===== src/rtl/csw_pkg.sv =====
`timescale 1ns/1ps
package csw_pkg;

    // Outcome of the current sample for the code under test
    typedef enum logic [1:0] {
        VERD_WAIT = 2'd0,
        VERD_PASS = 2'd1,
        VERD_MISS = 2'd2
    } verdict_e;

    // Settings captured when a sweep begins
    localparam int DEF_MIN_HITS  = 3;
    localparam int DEF_MAX_TRIES = 30;

    function automatic logic limit_reached(input logic [31:0] count,
                                           input logic [31:0] limit);
        return count >= limit;
    endfunction

endpackage


===== src/rtl/csw_pacer.sv =====
`timescale 1ns/1ps
module csw_pacer #(
    parameter int PER_W = 16
) (
    input  logic             clk,
    input  logic             rst,
    input  logic             run,
    input  logic             restart,
    input  logic [PER_W-1:0] period,
    output logic             tick
);
    logic [PER_W-1:0] elapsed_q;
    logic [PER_W:0]   elapsed_plus;

    assign elapsed_plus = {1'b0, elapsed_q} + {{PER_W{1'b0}}, 1'b1};
    assign tick = run && (elapsed_plus >= {1'b0, period});

    always_ff @(posedge clk) begin
        if (rst || restart || !run)
            elapsed_q <= '0;
        else if (tick)
            elapsed_q <= '0;
        else
            elapsed_q <= elapsed_q + {{(PER_W-1){1'b0}}, 1'b1};
    end

    AST_ONE_SAMPLE_PER_PERIOD: assert property (@(posedge clk) disable iff (rst)
        (tick && period >= PER_W'(2)) |=> !tick);

endmodule


===== src/rtl/csw_tally.sv =====
`timescale 1ns/1ps
module csw_tally
    import csw_pkg::*;
#(
    parameter int CNT_W = 8
) (
    input  logic             clk,
    input  logic             rst,
    input  logic             clear,
    input  logic             tick,
    input  logic             hit,
    input  logic [CNT_W-1:0] min_hits,
    input  logic [CNT_W-1:0] max_tries,
    output verdict_e         verdict
);
    logic [CNT_W-1:0] hits_q, tries_q;
    logic [CNT_W:0]   hits_nx, tries_nx;

    assign hits_nx  = {1'b0, hits_q}  + {{CNT_W{1'b0}}, hit};
    assign tries_nx = {1'b0, tries_q} + {{CNT_W{1'b0}}, 1'b1};

    always_comb begin
        verdict = VERD_WAIT;
        if (tick) begin
            if (limit_reached(32'(hits_nx), 32'(min_hits)))
                verdict = VERD_PASS;
            else if (limit_reached(32'(tries_nx), 32'(max_tries)))
                verdict = VERD_MISS;
        end
    end

    always_ff @(posedge clk) begin
        if (rst || clear) begin
            hits_q  <= '0;
            tries_q <= '0;
        end else if (tick) begin
            hits_q  <= hits_nx[CNT_W-1:0];
            tries_q <= tries_nx[CNT_W-1:0];
        end
    end

    AST_HITS_BELOW_MIN: assert property (@(posedge clk) disable iff (rst)
        (hits_q != '0) |-> (hits_q < min_hits));

    AST_TRIES_BELOW_LIMIT: assert property (@(posedge clk) disable iff (rst)
        (tries_q != '0) |-> (tries_q < max_tries));

endmodule


===== src/rtl/csw_miss_log.sv =====
`timescale 1ns/1ps
module csw_miss_log #(
    parameter int CODE_W = 16
) (
    input  logic              clk,
    input  logic              rst,
    input  logic              clear,
    input  logic              record,
    input  logic [CODE_W-1:0] code,
    output logic [CODE_W-1:0] miss_count,
    output logic [CODE_W-1:0] first_code,
    output logic              first_valid
);
    always_ff @(posedge clk) begin
        if (rst || clear) begin
            miss_count  <= '0;
            first_code  <= '0;
            first_valid <= 1'b0;
        end else if (record) begin
            miss_count <= miss_count + {{(CODE_W-1){1'b0}}, 1'b1};
            if (!first_valid) begin
                first_code  <= code;
                first_valid <= 1'b1;
            end
        end
    end

    AST_FIRST_FROZEN: assert property (@(posedge clk) disable iff (rst)
        (first_valid && !clear) |=> $stable(first_code));

    AST_COUNT_ONLY_ON_MISS: assert property (@(posedge clk) disable iff (rst)
        (!clear && !record) |=> $stable(miss_count));

endmodule


===== src/rtl/code_sweep_ctrl.sv =====
`timescale 1ns/1ps
module code_sweep_ctrl
    import csw_pkg::*;
#(
    parameter int CODE_W    = 16,
    parameter int LAST_CODE = (1 << CODE_W) - 2,
    parameter int CNT_W     = 8,
    parameter int PER_W     = 16
) (
    input  logic              clk,
    input  logic              rst,
    input  logic              start,
    input  logic [CNT_W-1:0]  min_hits,
    input  logic [CNT_W-1:0]  max_tries,
    input  logic [PER_W-1:0]  sample_period,
    input  logic              code_status,
    output logic [CODE_W-1:0] code_out,
    output logic              code_load,
    output logic              busy,
    output logic              done,
    output logic [CODE_W-1:0] miss_count,
    output logic [CODE_W-1:0] first_miss,
    output logic              first_miss_valid
);
    localparam logic [CODE_W-1:0] LAST_C = CODE_W'(LAST_CODE);

    logic              busy_q, load_q, done_q;
    logic [CODE_W-1:0] code_q;
    logic [CNT_W-1:0]  min_q, max_q;
    logic [PER_W-1:0]  per_q;

    logic     accept, advance, at_last, restart, tick;
    verdict_e verdict;

    assign accept  = start && !busy_q;
    assign advance = busy_q && (verdict != VERD_WAIT);
    assign at_last = (code_q == LAST_C);
    assign restart = accept || advance;

    csw_pacer #(.PER_W(PER_W)) u_pacer (
        .clk     (clk),
        .rst     (rst),
        .run     (busy_q),
        .restart (restart),
        .period  (per_q),
        .tick    (tick)
    );

    csw_tally #(.CNT_W(CNT_W)) u_tally (
        .clk       (clk),
        .rst       (rst),
        .clear     (restart),
        .tick      (tick),
        .hit       (code_status),
        .min_hits  (min_q),
        .max_tries (max_q),
        .verdict   (verdict)
    );

    csw_miss_log #(.CODE_W(CODE_W)) u_log (
        .clk         (clk),
        .rst         (rst),
        .clear       (accept),
        .record      (busy_q && (verdict == VERD_MISS)),
        .code        (code_q),
        .miss_count  (miss_count),
        .first_code  (first_miss),
        .first_valid (first_miss_valid)
    );

    always_ff @(posedge clk) begin
        if (rst) begin
            busy_q <= 1'b0;
            load_q <= 1'b0;
            done_q <= 1'b0;
            code_q <= '0;
            min_q  <= CNT_W'(DEF_MIN_HITS);
            max_q  <= CNT_W'(DEF_MAX_TRIES);
            per_q  <= '0;
        end else begin
            load_q <= 1'b0;
            done_q <= 1'b0;
            if (accept) begin
                busy_q <= 1'b1;
                code_q <= '0;
                load_q <= 1'b1;
                min_q  <= min_hits;
                max_q  <= max_tries;
                per_q  <= sample_period;
            end else if (advance) begin
                if (at_last) begin
                    busy_q <= 1'b0;
                    done_q <= 1'b1;
                end else begin
                    code_q <= code_q + {{(CODE_W-1){1'b0}}, 1'b1};
                    load_q <= 1'b1;
                end
            end
        end
    end

    assign code_out  = code_q;
    assign code_load = load_q;
    assign busy      = busy_q;
    assign done      = done_q;

    AST_LOAD_WHILE_BUSY: assert property (@(posedge clk) disable iff (rst)
        code_load |-> busy);

    AST_CODE_STEP: assert property (@(posedge clk) disable iff (rst)
        (code_load && $past(busy_q)) |-> (code_q - $past(code_q) == CODE_W'(1)));

    AST_DONE_ONE_CYCLE: assert property (@(posedge clk) disable iff (rst)
        done |=> !done);

    AST_DONE_RELEASES_BUSY: assert property (@(posedge clk) disable iff (rst)
        done |-> !busy);

    AST_START_CLEARS: assert property (@(posedge clk) disable iff (rst)
        accept |=> (code_q == '0 && load_q && miss_count == '0 && !first_miss_valid));

endmodule


===== config.mk =====
export PLATFORM = sky130hd
export DESIGN_NAME = code_sweep_ctrl
export DESIGN_NICKNAME = d
export VERILOG_FILES = /design/src/rtl/csw_pkg.sv /design/src/rtl/csw_pacer.sv /design/src/rtl/csw_tally.sv /design/src/rtl/csw_miss_log.sv /design/src/rtl/code_sweep_ctrl.sv
export SDC_FILE = /design/constraint.sdc
export NUM_CORES = 1
export LEC_CHECK = 0
export BUFFER_PORTS_ARGS = -buffer_cell sky130_fd_sc_hd__buf_2
export CAP_MARGIN = 0
export CORE_ASPECT_RATIO = 1.25
export CORE_MARGIN = 8
export CORE_UTILIZATION = 30
export DETAILED_ROUTE_END_ITERATION = 8
export PLACE_DENSITY = 0.58
export REMOVE_ABC_BUFFERS = 1
export SYNTH_ARGS = -nofsm -noshare
export SYNTH_HDL_FRONTEND = slang
export SYNTH_HIERARCHICAL = 1
export SYNTH_SLANG_ARGS = --single-unit

===== constraint.sdc =====
create_clock -name clk -period 4.45 [get_ports clk]
set_input_delay 0.445 -clock clk [delete_from_list [all_inputs] [get_ports clk]]
set_output_delay 0.445 -clock clk [all_outputs]
set_load 0.1 [all_outputs]

* Word-level counts from Yosys, hierarchy flattened
Index checks and enable logic that the tools add are counted.
** Cells by class
- Reduce and logical (&&, ||, !) cells :: 18
- Multiplexer cells :: 10
- $lt $le $gt $ge :: 3
- Eq/ne operators :: 2
- Bitwise logic cells :: 3
- Add/subtract/negate cells :: 6
** Operator list (number)
- $add 16x1->16 const B :: 3
- $ge 9x8->1 :: 2
- $add 16x1->17 const B :: 1
- $ge 17x16->1 :: 1
- $eq 16x16->1 const B :: 1
- $add 8x1->9 :: 1
- $add 8x1->9 const B :: 1
- $mux 1 :: 7
- $mux 2 :: 3
- $reduce_and 2->1 :: 3
- $reduce_bool 2->1 :: 3
- $logic_and 1x1->1 :: 4
- $logic_or 1x1->1 :: 4
- $reduce_or 2->1 :: 2
- $not 1->1 :: 3
- $reduce_or 3->1 :: 1
- $eq 2x2->1 const B :: 1
- $logic_not 1->1 :: 1
** Storage, ports and cells
- Output and inout port bits :: 52
- Flip-flop bits (word level) :: 116
- Input bits :: 36
- Logic and storage cells :: 55

* Depth between registers and ports, before layout
Gate-level depths: netlist of the first run.
- Depth in word-level cells :: 11
- Mapped depth :: 22
- Mapped depth without buffers :: 21

* By module
Netlist of the first run, hierarchy kept.
** Modules (own cells, without submodules)
- code_sweep_ctrl :: seq. area each 1021.0 um2, area each 2204.6 um2, cells an instance 265, instances 1
- csw_miss_log :: seq. area each 660.6 um2, area each 1326.3 um2, cells an instance 158, instances 1
- csw_tally :: seq. area each 320.3 um2, area each 1261.2 um2, cells an instance 156, instances 1
- csw_pacer :: seq. area each 320.3 um2, area each 1148.6 um2, cells an instance 133, instances 1

* Worst setup path before layout of the first run
OpenSTA, ideal clock, no wires.
- Kind :: reg2reg
- Start :: register u_pacer.elapsed_q[0]
- End :: register u_pacer.elapsed_q[11]
- Stages on the path, launching flop included :: 22
- Library setup time :: 67 ps
- Slack :: 36 ps
- Clock period less this slack :: 4414 ps
- Arrival time :: 4347 ps
- Required time :: 4383 ps
- Buffers on the path :: 0
- Path through :: dfxtp_1 > ha_1 > nand4_1 > nor2_1 > nand2_1 > xnor2_1 > ha_1 > a211oi_1 > o21bai_1 > o21bai_1 > nand3_1 > o21a_1 > and4_1 > o221ai_1 > a2111oi_2 > o21ai_0 > nand2_1 > or3b_1 > a211o_1 > a41oi_2 > nand4_4 > nor2b_1
** Between the ends
- Longest elaborated chain between the ends :: 10
- Elaborated cells between the ends (all ways) :: 11
- Those cells by class :: add/sub (2); order compare (1); mux (1); reduce/logical (7)
** RTL lines
- start, declared :: line csw_pacer.sv:12 : logic [PER_W-1:0] elapsed_q;
- start signal, assigned :: line csw_pacer.sv:24 : elapsed_q <= elapsed_q + {{(PER_W-1){1'b0}}, 1'b1};
- $add 16x1->17 :: line csw_pacer.sv:15 : assign elapsed_plus = {1'b0, elapsed_q} + {{PER_W{1'b0}}, 1'b1};
- net u_pacer.elapsed_plus[10] :: line csw_pacer.sv:13 : logic [PER_W:0] elapsed_plus;
- $ge 17x16->1 :: line csw_pacer.sv:16 : assign tick = run && (elapsed_plus >= {1'b0, period});
- $logic_and 1x1->1 :: line csw_pacer.sv:16
- net tick :: line code_sweep_ctrl.sv:32 : logic accept, advance, at_last, restart, tick;
- $mux 2 :: line csw_tally.sv:24 : if (tick) begin
- net verdict[1] :: line code_sweep_ctrl.sv:33 : verdict_e verdict;
- $reduce_bool 2->1 :: line code_sweep_ctrl.sv:36 : assign advance = busy_q && (verdict != VERD_WAIT);
- $logic_and 1x1->1 :: line code_sweep_ctrl.sv:36
- $logic_or 1x1->1 :: line code_sweep_ctrl.sv:38 : assign restart = accept || advance;
- net restart :: line code_sweep_ctrl.sv:32
- $logic_or 1x1->1 (2 in a row) :: line csw_pacer.sv:19 : if (rst || restart || !run)
- $reduce_or 2->1 (no line)
The timed path passes the listed nets, and every way through them passes these cells.
A chain may end at the register's enable or synchronous reset.

* Worst setup path after layout of the first run
- Start :: register u_pacer.elapsed_q[6]
- End :: register u_log.miss_count[13]
** Between the ends
- Longest elaborated chain between the ends :: 6
** RTL lines
- $add 16x1->17 :: line csw_pacer.sv:15
- net u_pacer.elapsed_plus[11] :: line csw_pacer.sv:13
- $ge 17x16->1 :: line csw_pacer.sv:16
- $logic_and 1x1->1 :: line csw_pacer.sv:16
- net tick :: line code_sweep_ctrl.sv:32
- $mux 2 :: line csw_tally.sv:24
- net verdict[1] :: line code_sweep_ctrl.sv:33
- $eq 2x2->1 :: line code_sweep_ctrl.sv:64 : .record (busy_q && (verdict == VERD_MISS)),
- $logic_and 1x1->1 :: line code_sweep_ctrl.sv:64
- end signal, assigned :: line csw_miss_log.sv:20 : miss_count <= miss_count + {{(CODE_W-1){1'b0}}, 1'b1};
- end, declared :: line csw_miss_log.sv:10 : output logic [CODE_W-1:0] miss_count,
The timed path passes the listed nets, and every way through them passes these cells.

==> impl_metrics.sql, run 1 <==
INSERT INTO impl_metrics (metric_group, metric, value, unit) VALUES
('floorplanning', 'core_region_area', '19470', 'um^2'),
('finish', 'num_antenna_cells', '0', ''),
('clocking', 'cts_tree', 'done', ''),
('detailed_routing', 'initialDrtViolationCount', '175', ''),
('worst_setup_path', 'critPathMaxFanout', '4', ''),
('placement', 'placedInstanceArea', '6680', 'um^2'),
('worst_setup_path', 'worst-endpoint-arrival', '4.76', 'ns'),
('logic_synthesis', 'synthDominantCellAreaShare', '0.3909', ''),
('power', 'static_power_due_to_leakage', '3.162', 'nW'),
('detailed_routing', 'routed_wire_length_per_instance', '13.78', 'um'),
('power', 'vdd.ir_drop.worst', '0.0002230', 'V'),
('logic_synthesis', 'synth-async-reset-ratio', '0', ''),
('clocking', 'numClockSinks', '116', ''),
('clocking', 'cts_made_buffers', '17', ''),
('sta', 'final.setup.worst_slack', '0.003499', 'ns'),
('grt', 'grt_pass1_wl', '24420', 'um'),
('grt', 'grt_pass1_vias', '4998', ''),
('worst_setup_path', 'critPathKind', 'register to register', ''),
('flow_run', 'cap_viol_max_count', '0', ''),
('detailed_routing', 'detail_route.wirelength', '15100', 'um'),
('finish', 'most-common-layout-cells', 'sky130_fd_sc_hd__nand2_1, sky130_fd_sc_hd__dfxtp_1, sky130_fd_sc_hd__buf_2, sky130_fd_sc_hd__a21oi_1, sky130_fd_sc_hd__nor2_1', ''),
('logic_synthesis', 'syn-cell-area', '5941', 'um^2'),
('placement', 'place.gp.congestion', '0.7816', ''),
('clocking', 'clock-root-buffer', 'sky130_fd_sc_hd__clkbuf_16', ''),
('logic_synthesis', 'ys.flop_type', 'sky130_fd_sc_hd__dfxtp_1', ''),
('grt', 'groute.layer.met2.usage', '0.2004', ''),
('logic_synthesis', 'synth-seq-area-share', '0.3909', ''),
('floorplanning', 'row_count', '57', ''),
('clocking', 'clk_latency', '0.42', 'ns'),
('sta', 'final.period_utilization', '0.9992', ''),
('detailed_routing', 'drtAntennaViolNets', '0', ''),
('floorplanning', 'design.die.area', '24590', 'um^2'),
('detailed_routing', 'number_of_vias_per_cell_after_detailed_routing', '4.678', ''),
('finish', 'most_common_cell_after_layout_fill_and_taps_aside', 'sky130_fd_sc_hd__nand2_1', ''),
('finish', 'final_net_count', '894', ''),
('detailed_routing', 'vias', '5127', ''),
('finish', 'ratio_of_cells_with_drive_above_1_in_the_final_layout', '0.2455', ''),
('sta', 'unrepaired_setup_endpoints_after_global_routing', 'yes', ''),
('sta', 'max_slew.worst_pin.slew', '0.8866', 'ns'),
('sta', 'fin_crit', '4.447', 'ns'),
('sta', 'fmax', '224.9', 'MHz'),
('detailed_routing', 'drcViolationCount', '0', ''),
('status', 'run_status', 'complete, no violations', ''),
('grt', 'gr_layer_usage_met1', '0.1480', ''),
('min_path', 'min-delay-path-class', 'primary input to register', ''),
('sta', 'final_max_slew_viol_count', '0', ''),
('clocking', 'clk_pin_slew', '0.05', 'ns'),
('logic_synthesis', 'synth.yosys.warnings', '6', ''),
('grt', 'gr-usage-all-layers', '0.1231', ''),
('placement', 'placement.io_buffers', '87', ''),
('logic_synthesis', 'ys_ff_latch', '116', ''),
('sta', 'clk_skew', '0.007221', 'ns'),
('worst_setup_path', 'worst-endpoint-required', '4.76', 'ns'),
('logic_synthesis', 'distinct_cells_synth', '60', ''),
('grt', 'antenna_found_initial', '2', ''),
('worst_setup_path', 'start_kind', 'register', ''),
('power', 'power.density', '341.4', 'nW/um^2'),
('worst_setup_path', 'critical_path.endpoint_type', 'register', ''),
('sta', 'number_of_hold_violations_in_the_final_report', '0', ''),
('grt', 'busiest_layer', 'met2', ''),
('grt', 'gr-total-overflow', '0', ''),
('placement', 'place.detailed.hpwl', '10640', 'um'),
('finish', 'stdcell_area', '7587', 'um^2'),
('logic_synthesis', 'post-synth-top-area-cell', 'sky130_fd_sc_hd__dfxtp_1', ''),
('sta', 'max-slew-margin-rel', '0.4068', ''),
('placement', 'placement.setup.worst_slack', '-0.009904', 'ns'),
('floorplanning', 'i_o_pin_count', '88', ''),
('finish', 'area_delta_synth_final', '27.72', '%'),
('logic_synthesis', 'number_of_enable_flip_flop_cells_after_synthesis', '0', ''),
('logic_synthesis', 'synthesis.instances', '712', ''),
('floorplanning', 'die_h', '173.3', 'um');
==> per-layer routing <==
metal / share of wire / vias up
met5: 0.0015 / -
met3: 0.044 / 24
met1: 0.45 / 2365
met2: 0.49 / 80
li1: - / 2654
met4: 0.015 / 4
==> cell families after synthesis <==
group,share of synthesized area
AOI/OAI and AO/OA,0.1249
and+or+nand+nor,0.2574
muxes,0.01516
xor gates and xnor gates,0.07372
buffers and inverters,0.05581
adders and majority gates,0.08214
DFF,0.3909
==> worst paths after layout <==
check	from	end	slack, ns	depth (start not counted)
worst min register to register	u_log/first_code[12]$_SDFFE_PP0P_	u_log/first_code[12]$_SDFFE_PP0P_	0.45	2
worst max register to register	u_pacer/elapsed_q[6]$_SDFF_PP0_	u_log/miss_count[13]$_SDFFE_PP0P_	0.003	21
worst max-delay path	u_pacer/elapsed_q[6]$_SDFF_PP0_	u_log/miss_count[13]$_SDFFE_PP0P_	0.003	21
worst min-delay path	max_tries[3]	max_q[3]$_SDFFE_PP1P_	0.24	3
==> layout make-up <==
class	count	area [um^2]
timing repair buffer	122	713.2
clock buffer	22	484.2
tap	265	331.6
inverter	41	153.9
clock inverter	9	102.6
fill	1996	11880
multi-input combinational	521	3470
sequential	116	2332
==> critical path, cell delays in order, from the launching register on <==
cell                        delay [ns]
sky130_fd_sc_hd__dfxtp_2          0.35
sky130_fd_sc_hd__nand4_1          0.18
sky130_fd_sc_hd__nor3_2           0.24
sky130_fd_sc_hd__buf_4            0.16
sky130_fd_sc_hd__and3_4           0.19
sky130_fd_sc_hd__xor2_2           0.06
sky130_fd_sc_hd__ha_1             0.30
sky130_fd_sc_hd__nand4_1          0.14
sky130_fd_sc_hd__nor4_2           0.33
sky130_fd_sc_hd__o21bai_1         0.13
sky130_fd_sc_hd__nand3_1          0.10
sky130_fd_sc_hd__o21a_1           0.16
sky130_fd_sc_hd__and4_1           0.21
sky130_fd_sc_hd__o221ai_2         0.12
sky130_fd_sc_hd__a2111oi_4        0.46
sky130_fd_sc_hd__nand2_1          0.11
sky130_fd_sc_hd__nor2_2           0.12
sky130_fd_sc_hd__buf_4            0.12
sky130_fd_sc_hd__nand4_1          0.15
sky130_fd_sc_hd__nor4_2           0.37
sky130_fd_sc_hd__a21oi_1          0.11
sky130_fd_sc_hd__a31o_2           0.22
==> power breakdown <==
part	internal (W)	switching, W	total, W
sequential	0.00106	0.0000112	0.00107
clock	0.000874	0.000476	0.00135
combinational	0.0000628	0.000106	0.000169
==> flip-flops by register name, summed over array words and instances (netlist names) <==
signal             cells
busy                   1
u_log/miss_count      16
min_q                  8
code_load              1
max_q                  8
u_log/first_valid      1
u_log/first_code      16
u_pacer/elapsed_q     16
u_tally/hits_q         8
code_out              16
u_tally/tries_q        8
done                   1
per_q                 16
==> timing repair <==
item,in CTS,in global routing
setup endpoints to repair,9,55
setup buffers,0,14
gates resized for setup,1,46
gates cloned,0,2
endpoints found under the hold margin,0,0
pin swaps,0,30
==> cells in the mapped netlist, types with 5 or more instances <==
cell / number
sky130_fd_sc_hd__nand3b_1: 7
sky130_fd_sc_hd__xor2_1: 24
sky130_fd_sc_hd__nor2b_1: 15
sky130_fd_sc_hd__and4_1: 5
sky130_fd_sc_hd__inv_1: 41
sky130_fd_sc_hd__nor4_1: 7
sky130_fd_sc_hd__a211oi_1: 5
sky130_fd_sc_hd__dfxtp_1: 116
sky130_fd_sc_hd__and3_1: 9
sky130_fd_sc_hd__mux2i_1: 9
sky130_fd_sc_hd__or3_1: 5
sky130_fd_sc_hd__nand3_1: 23
sky130_fd_sc_hd__o21ai_1: 5
sky130_fd_sc_hd__nand2_1: 142
sky130_fd_sc_hd__nand4_1: 14
sky130_fd_sc_hd__o21ai_0: 8
sky130_fd_sc_hd__clkbuf_1: 22
sky130_fd_sc_hd__nor3_1: 9
sky130_fd_sc_hd__o21a_1: 5
sky130_fd_sc_hd__buf_2: 7
sky130_fd_sc_hd__ha_1: 39
sky130_fd_sc_hd__a21oi_1: 61
sky130_fd_sc_hd__xnor2_1: 26
sky130_fd_sc_hd__nor2_1: 47
==> per-stage QoR <==
stage	cells	hold WS (ns)	total power (W)	util	setup TNS, ns
floorplan	677	0.4303	0.001189	-	-5.194
global placement	1049	0.4416	0.001255	0.3431	0
detailed placement	1049	0.4443	0.001256	0.3431	-0.02747
CTS	1080	0.2322	0.002617	0.3734	0
global route	1096	0.2522	0.002705	0.3897	-7.262
finish	1096	0.2424	0.002590	0.3897	0
No activity file was read; power rests on OpenSTA's default activity.
==> inputs of run 2 (changes only) <==
--- a/config.mk
+++ b/config.mk
@@ -13,7 +13,8 @@
 export DETAILED_ROUTE_END_ITERATION = 8
 export PLACE_DENSITY = 0.58
 export REMOVE_ABC_BUFFERS = 1
+export SKIP_CTS_REPAIR_TIMING = 1
 export SYNTH_ARGS = -nofsm -noshare
 export SYNTH_HDL_FRONTEND = slang
-export SYNTH_HIERARCHICAL = 1
 export SYNTH_SLANG_ARGS = --single-unit
+export TNS_END_PERCENT = 1
==> run 2 against run 1 <==
Net effect: register-to-register slack improved by 0.47 ns; utilization down 1.5 points; worst setup slack improved by 0.47 ns; maximum frequency is 12% higher; clock-buffer cell count rose by 1; synthesized area fell by 1.1%; die area decreased by 0.96%; clock power up 10%; combinational power is 12% higher; first-iteration DRC count grew 39%; clock skew increased by 0.0067 ns; critical path type unchanged; largest cell class unchanged.
==> impl_metrics.sql, run 2 <==
INSERT INTO impl_metrics (metric_group, metric, value, unit) VALUES
('status', 'run_status', 'complete, no violations', ''),
('clocking', 'clock-root-buffer', 'sky130_fd_sc_hd__clkbuf_16', ''),
('logic_synthesis', 'synth.yosys.warnings', '0', ''),
('worst_setup_path', 'critical_path.endpoint_type', 'register', ''),
('detailed_routing', 'drtAntennaViolNets', '0', ''),
('sta', 'final.setup.worst_slack', '0.4703', 'ns'),
('sta', 'max_slew.worst_pin.slew', '0.9834', 'ns'),
('sta', 'number_of_hold_violations_in_the_final_report', '0', ''),
('detailed_routing', 'detail_route.wirelength', '14820', 'um'),
('placement', 'place.gp.congestion', '0.7997', ''),
('clocking', 'cts_tree', 'done', ''),
('logic_synthesis', 'synthesis.instances', '706', ''),
('logic_synthesis', 'ys_ff_latch', '116', ''),
('grt', 'grt_pass1_wl', '24250', 'um'),
('min_path', 'beginning_of_the_worst_hold_path', 'max_tries[3]', ''),
('sta', 'max-slew-margin-rel', '0.3425', ''),
('sta', 'unrepaired_setup_endpoints_after_global_routing', 'no', ''),
('logic_synthesis', 'synth.top_cells.by_area', 'sky130_fd_sc_hd__dfxtp_1, sky130_fd_sc_hd__ha_1, sky130_fd_sc_hd__nand2_1', ''),
('finish', 'num_antenna_cells', '0', ''),
('flow_run', 'cap_viol_max_count', '0', ''),
('sta', 'finalSetupTns', '0', 'ns'),
('worst_setup_path', 'start_kind', 'register', ''),
('floorplanning', 'row_count', '57', ''),
('grt', 'grt_pass1_vias', '5064', ''),
('sta', 'fin_crit', '3.980', 'ns'),
('finish', 'final.fill_count', '1978', ''),
('sta', 'final.period_utilization', '0.8943', ''),
('logic_synthesis', 'avgSynthCellArea', '8.324', 'um^2'),
('power', 'static_power_due_to_leakage', '3.123', 'nW'),
('detailed_routing', 'vias', '5090', ''),
('floorplanning', 'die_h', '172.5', 'um'),
('grt', 'antenna_found_initial', '0', ''),
('logic_synthesis', 'synth-seq-area-share', '0.3951', ''),
('clocking', 'cts_made_buffers', '17', ''),
('worst_setup_path', 'critPathKind', 'register to register', ''),
('detailed_routing', 'detail_route.first_pass.iterations', '5', ''),
('logic_synthesis', 'number_of_enable_flip_flop_cells_after_synthesis', '0', ''),
('worst_setup_path', 'worst-endpoint-required', '4.74', 'ns'),
('floorplanning', 'i_o_pin_count', '88', ''),
('clocking', 'clk_pin_slew', '0.05', 'ns'),
('grt', 'grt_max_degree', '46', ''),
('logic_synthesis', 'synth-async-reset-ratio', '0', ''),
('floorplanning', 'core_region_area', '19330', 'um^2'),
('worst_setup_path', 'setup.reg_to_reg.worst_slack', '0.47', 'ns'),
('worst_setup_path', 'critPathMaxFanout', '29', ''),
('floorplanning', 'start_util', '0.3041', ''),
('min_path', 'whs_path_depth', '2', ''),
('logic_synthesis', 'ys.flop_type', 'sky130_fd_sc_hd__dfxtp_1', ''),
('logic_synthesis', 'distinct_cells_synth', '52', ''),
('grt', 'gr-usage-all-layers', '0.1254', ''),
('sta', 'clk_skew', '0.01389', 'ns'),
('detailed_routing', 'drcViolationCount', '0', ''),
('logic_synthesis', 'synth_most_common_cell', 'sky130_fd_sc_hd__dfxtp_1', ''),
('sta', 'setup_viol', '0', ''),
('grt', 'gr-total-overflow', '0', ''),
('finish', 'most-common-layout-cells', 'sky130_fd_sc_hd__dfxtp_1, sky130_fd_sc_hd__nand2_1, sky130_fd_sc_hd__buf_2, sky130_fd_sc_hd__a21oi_1, sky130_fd_sc_hd__nor2_1', ''),
('finish', 'ratio_of_cells_with_drive_above_1_in_the_final_layout', '0.1768', ''),
('worst_setup_path', 'reg2regPathDepth', '14', ''),
('clocking', 'cts_htree_levels', '4', ''),
('logic_synthesis', 'post-synth-top-area-cell', 'sky130_fd_sc_hd__dfxtp_1', ''),
('floorplanning', 'design.die.area', '24350', 'um^2'),
('logic_synthesis', 'syn-cell-area', '5877', 'um^2'),
('floorplanning', 'die_x', '141.2', 'um'),
('worst_setup_path', 'worst-endpoint-arrival', '4.27', 'ns'),
('finish', 'final_net_count', '865', ''),
('sta', 'fmax', '251.3', 'MHz'),
('placement', 'placement.io_buffers', '87', ''),
('detailed_routing', 'routed_wire_length_per_instance', '13.88', 'um'),
('clocking', 'clk_latency', '0.42', 'ns'),
('power', 'vdd.ir_drop.worst', '0.0002058', 'V'),
('detailed_routing', 'number_of_vias_per_cell_after_detailed_routing', '4.766', ''),
('worst_setup_path', 'critical_path.reg2reg.startpoint', 'u_pacer.elapsed_q[0]$_SDFF_PP0_', ''),
('finish', 'area_delta_synth_final', '23.14', '%'),
('min_path', 'min-delay-path-class', 'primary input to register', ''),
('clocking', 'cts.path.max_buffers', '2', ''),
('clocking', 'numClockSinks', '116', ''),
('placement', 'placement.setup.worst_slack', '0.4899', 'ns'),
('min_path', 'worstHoldEndpoint', 'max_q[3]$_SDFFE_PP1P_', ''),
('worst_setup_path', 'r2r_end', 'u_log.miss_count[0]$_SDFFE_PP0P_', ''),
('sta', 'final_max_slew_viol_count', '0', ''),
('logic_synthesis', 'synth_top_cells_by_count', 'sky130_fd_sc_hd__dfxtp_1, sky130_fd_sc_hd__nand2_1, sky130_fd_sc_hd__a21oi_1', ''),
('placement', 'place.detailed.hpwl', '10640', 'um'),
('detailed_routing', 'initialDrtViolationCount', '243', ''),
('logic_synthesis', 'synthDominantCellAreaShare', '0.3951', ''),
('finish', 'most_common_cell_after_layout_fill_and_taps_aside', 'sky130_fd_sc_hd__dfxtp_1', ''),
('power', 'power.density', '379.8', 'nW/um^2');
[run 2: cell types whose count changed in the layout (fill, tap and decap cells not counted), sizes merged, moves of 10 or more]
| cell | previous run | this run |
|---|---|---|
| nand2 | 142 | 105 |
| mux2i | 9 | 23 |
| or4 | 4 | 19 |
| xnor2 | 26 | 13 |
| nand4 | 19 | 9 |
| buf | 122 | 97 |
[run 2: logic make-up (layout without fill, tap and decap cells)]
| logic type | Yosys count | after routing | synth area share |
|---|---|---|---|
| xor+xnor | 28 | 28 | 0.04173 |
| simple gates | 290 | 290 | 0.2485 |
| compound gates | 135 | 135 | 0.1409 |
| flops | 116 | 116 | 0.3951 |
| fa+ha+maj | 39 | 39 | 0.08303 |
| mux | 23 | 23 | 0.03917 |
| buf+inv | 75 | 172 | 0.05152 |
[run 2: how the worst max path moves through the flow]
| stage | start | to | slack (ns) | depth (start not counted) |
|---|---|---|---|---|
| after detailed placement | u_pacer.elapsed_q[0]$_SDFF_PP0_ | u_log.miss_count[0]$_SDFFE_PP0P_ | 0.49 | 14 |
| after CTS | u_pacer.elapsed_q[0]$_SDFF_PP0_ | u_log.miss_count[0]$_SDFFE_PP0P_ | 0.46 | 14 |
| after global placement | u_pacer.elapsed_q[0]$_SDFF_PP0_ | u_log.miss_count[0]$_SDFFE_PP0P_ | 0.55 | 14 |
| after floorplan | u_pacer.elapsed_q[0]$_SDFF_PP0_ | u_tally.hits_q[0]$_SDFFE_PP0P_ | 0.45 | 13 |
| final | u_pacer.elapsed_q[0]$_SDFF_PP0_ | u_log.miss_count[0]$_SDFFE_PP0P_ | 0.47 | 14 |
| after global routing | u_pacer.elapsed_q[0]$_SDFF_PP0_ | u_log.miss_count[0]$_SDFFE_PP0P_ | 0.09 | 14 |
[run 2: metrics by stage]
step	utilization	power, W	hold slack, ns	instances	cell area (um^2)
floorplan	-	0.001211	0.4303	674	5736
detailed placement	0.3410	0.001288	0.4495	1036	6591
CTS	0.3744	0.002789	0.2133	1068	7237
finish	0.3744	0.002748	0.2288	1068	7237
global placement	0.3410	0.001286	0.4436	1036	6591
global route	0.3744	0.002859	0.2138	1068	7237
[run 2: per-layer routing]
| metal | vias to the layer above | GRT usage | wire (um) | part of all wire |
|---|---|---|---|---|
| met5 | - | 0 | 0 | 0 |
| met2 | 67 | 0.2202 | 7631 | 0.51 |
| li1 | 2640 | - | - | - |
| met3 | 11 | 0.04033 | 455 | 0.031 |
| met4 | 0 | 0.05056 | 129 | 0.0087 |
| met1 | 2372 | 0.1382 | 6604 | 0.45 |
[run 2: critical path, cell delays in order, from the launching register on]
cell,delay [ns]
sky130_fd_sc_hd__dfxtp_1,0.39
sky130_fd_sc_hd__ha_1,0.23
sky130_fd_sc_hd__inv_1,0.05
sky130_fd_sc_hd__nor2_1,0.14
sky130_fd_sc_hd__nand4_1,0.28
sky130_fd_sc_hd__nor3_1,0.30
sky130_fd_sc_hd__xor2_1,0.21
sky130_fd_sc_hd__ha_1,0.27
sky130_fd_sc_hd__a21oi_1,0.15
sky130_fd_sc_hd__nor2b_1,0.06
sky130_fd_sc_hd__a2111o_1,0.49
sky130_fd_sc_hd__o211ai_2,0.83
sky130_fd_sc_hd__buf_4,0.27
sky130_fd_sc_hd__xor2_1,0.14
sky130_fd_sc_hd__nor2_1,0.05
[run 2: report_power, final]
group	total [W]	switching, W	internal [W]	leakage, nW
clock network	0.00149	0.000478	0.00101	0.319
registers	0.00107	0.0000132	0.00106	0.940
logic	0.000190	0.000125	0.0000641	1.86
[run 2: final cells by class]
class | instances | area [um^2] | area share
Inverter | 43 | 161.4 | 0.02230
Clock buffer | 23 | 498.0 | 0.06881
Multi-Input combinational cell | 515 | 3266 | 0.4512
Clock inverter | 9 | 147.6 | 0.02040
Sequential cell | 116 | 2322 | 0.3209
Timing Repair Buffer | 97 | 510.5 | 0.07054
Tap cell | 265 | 331.6 | 0.04582
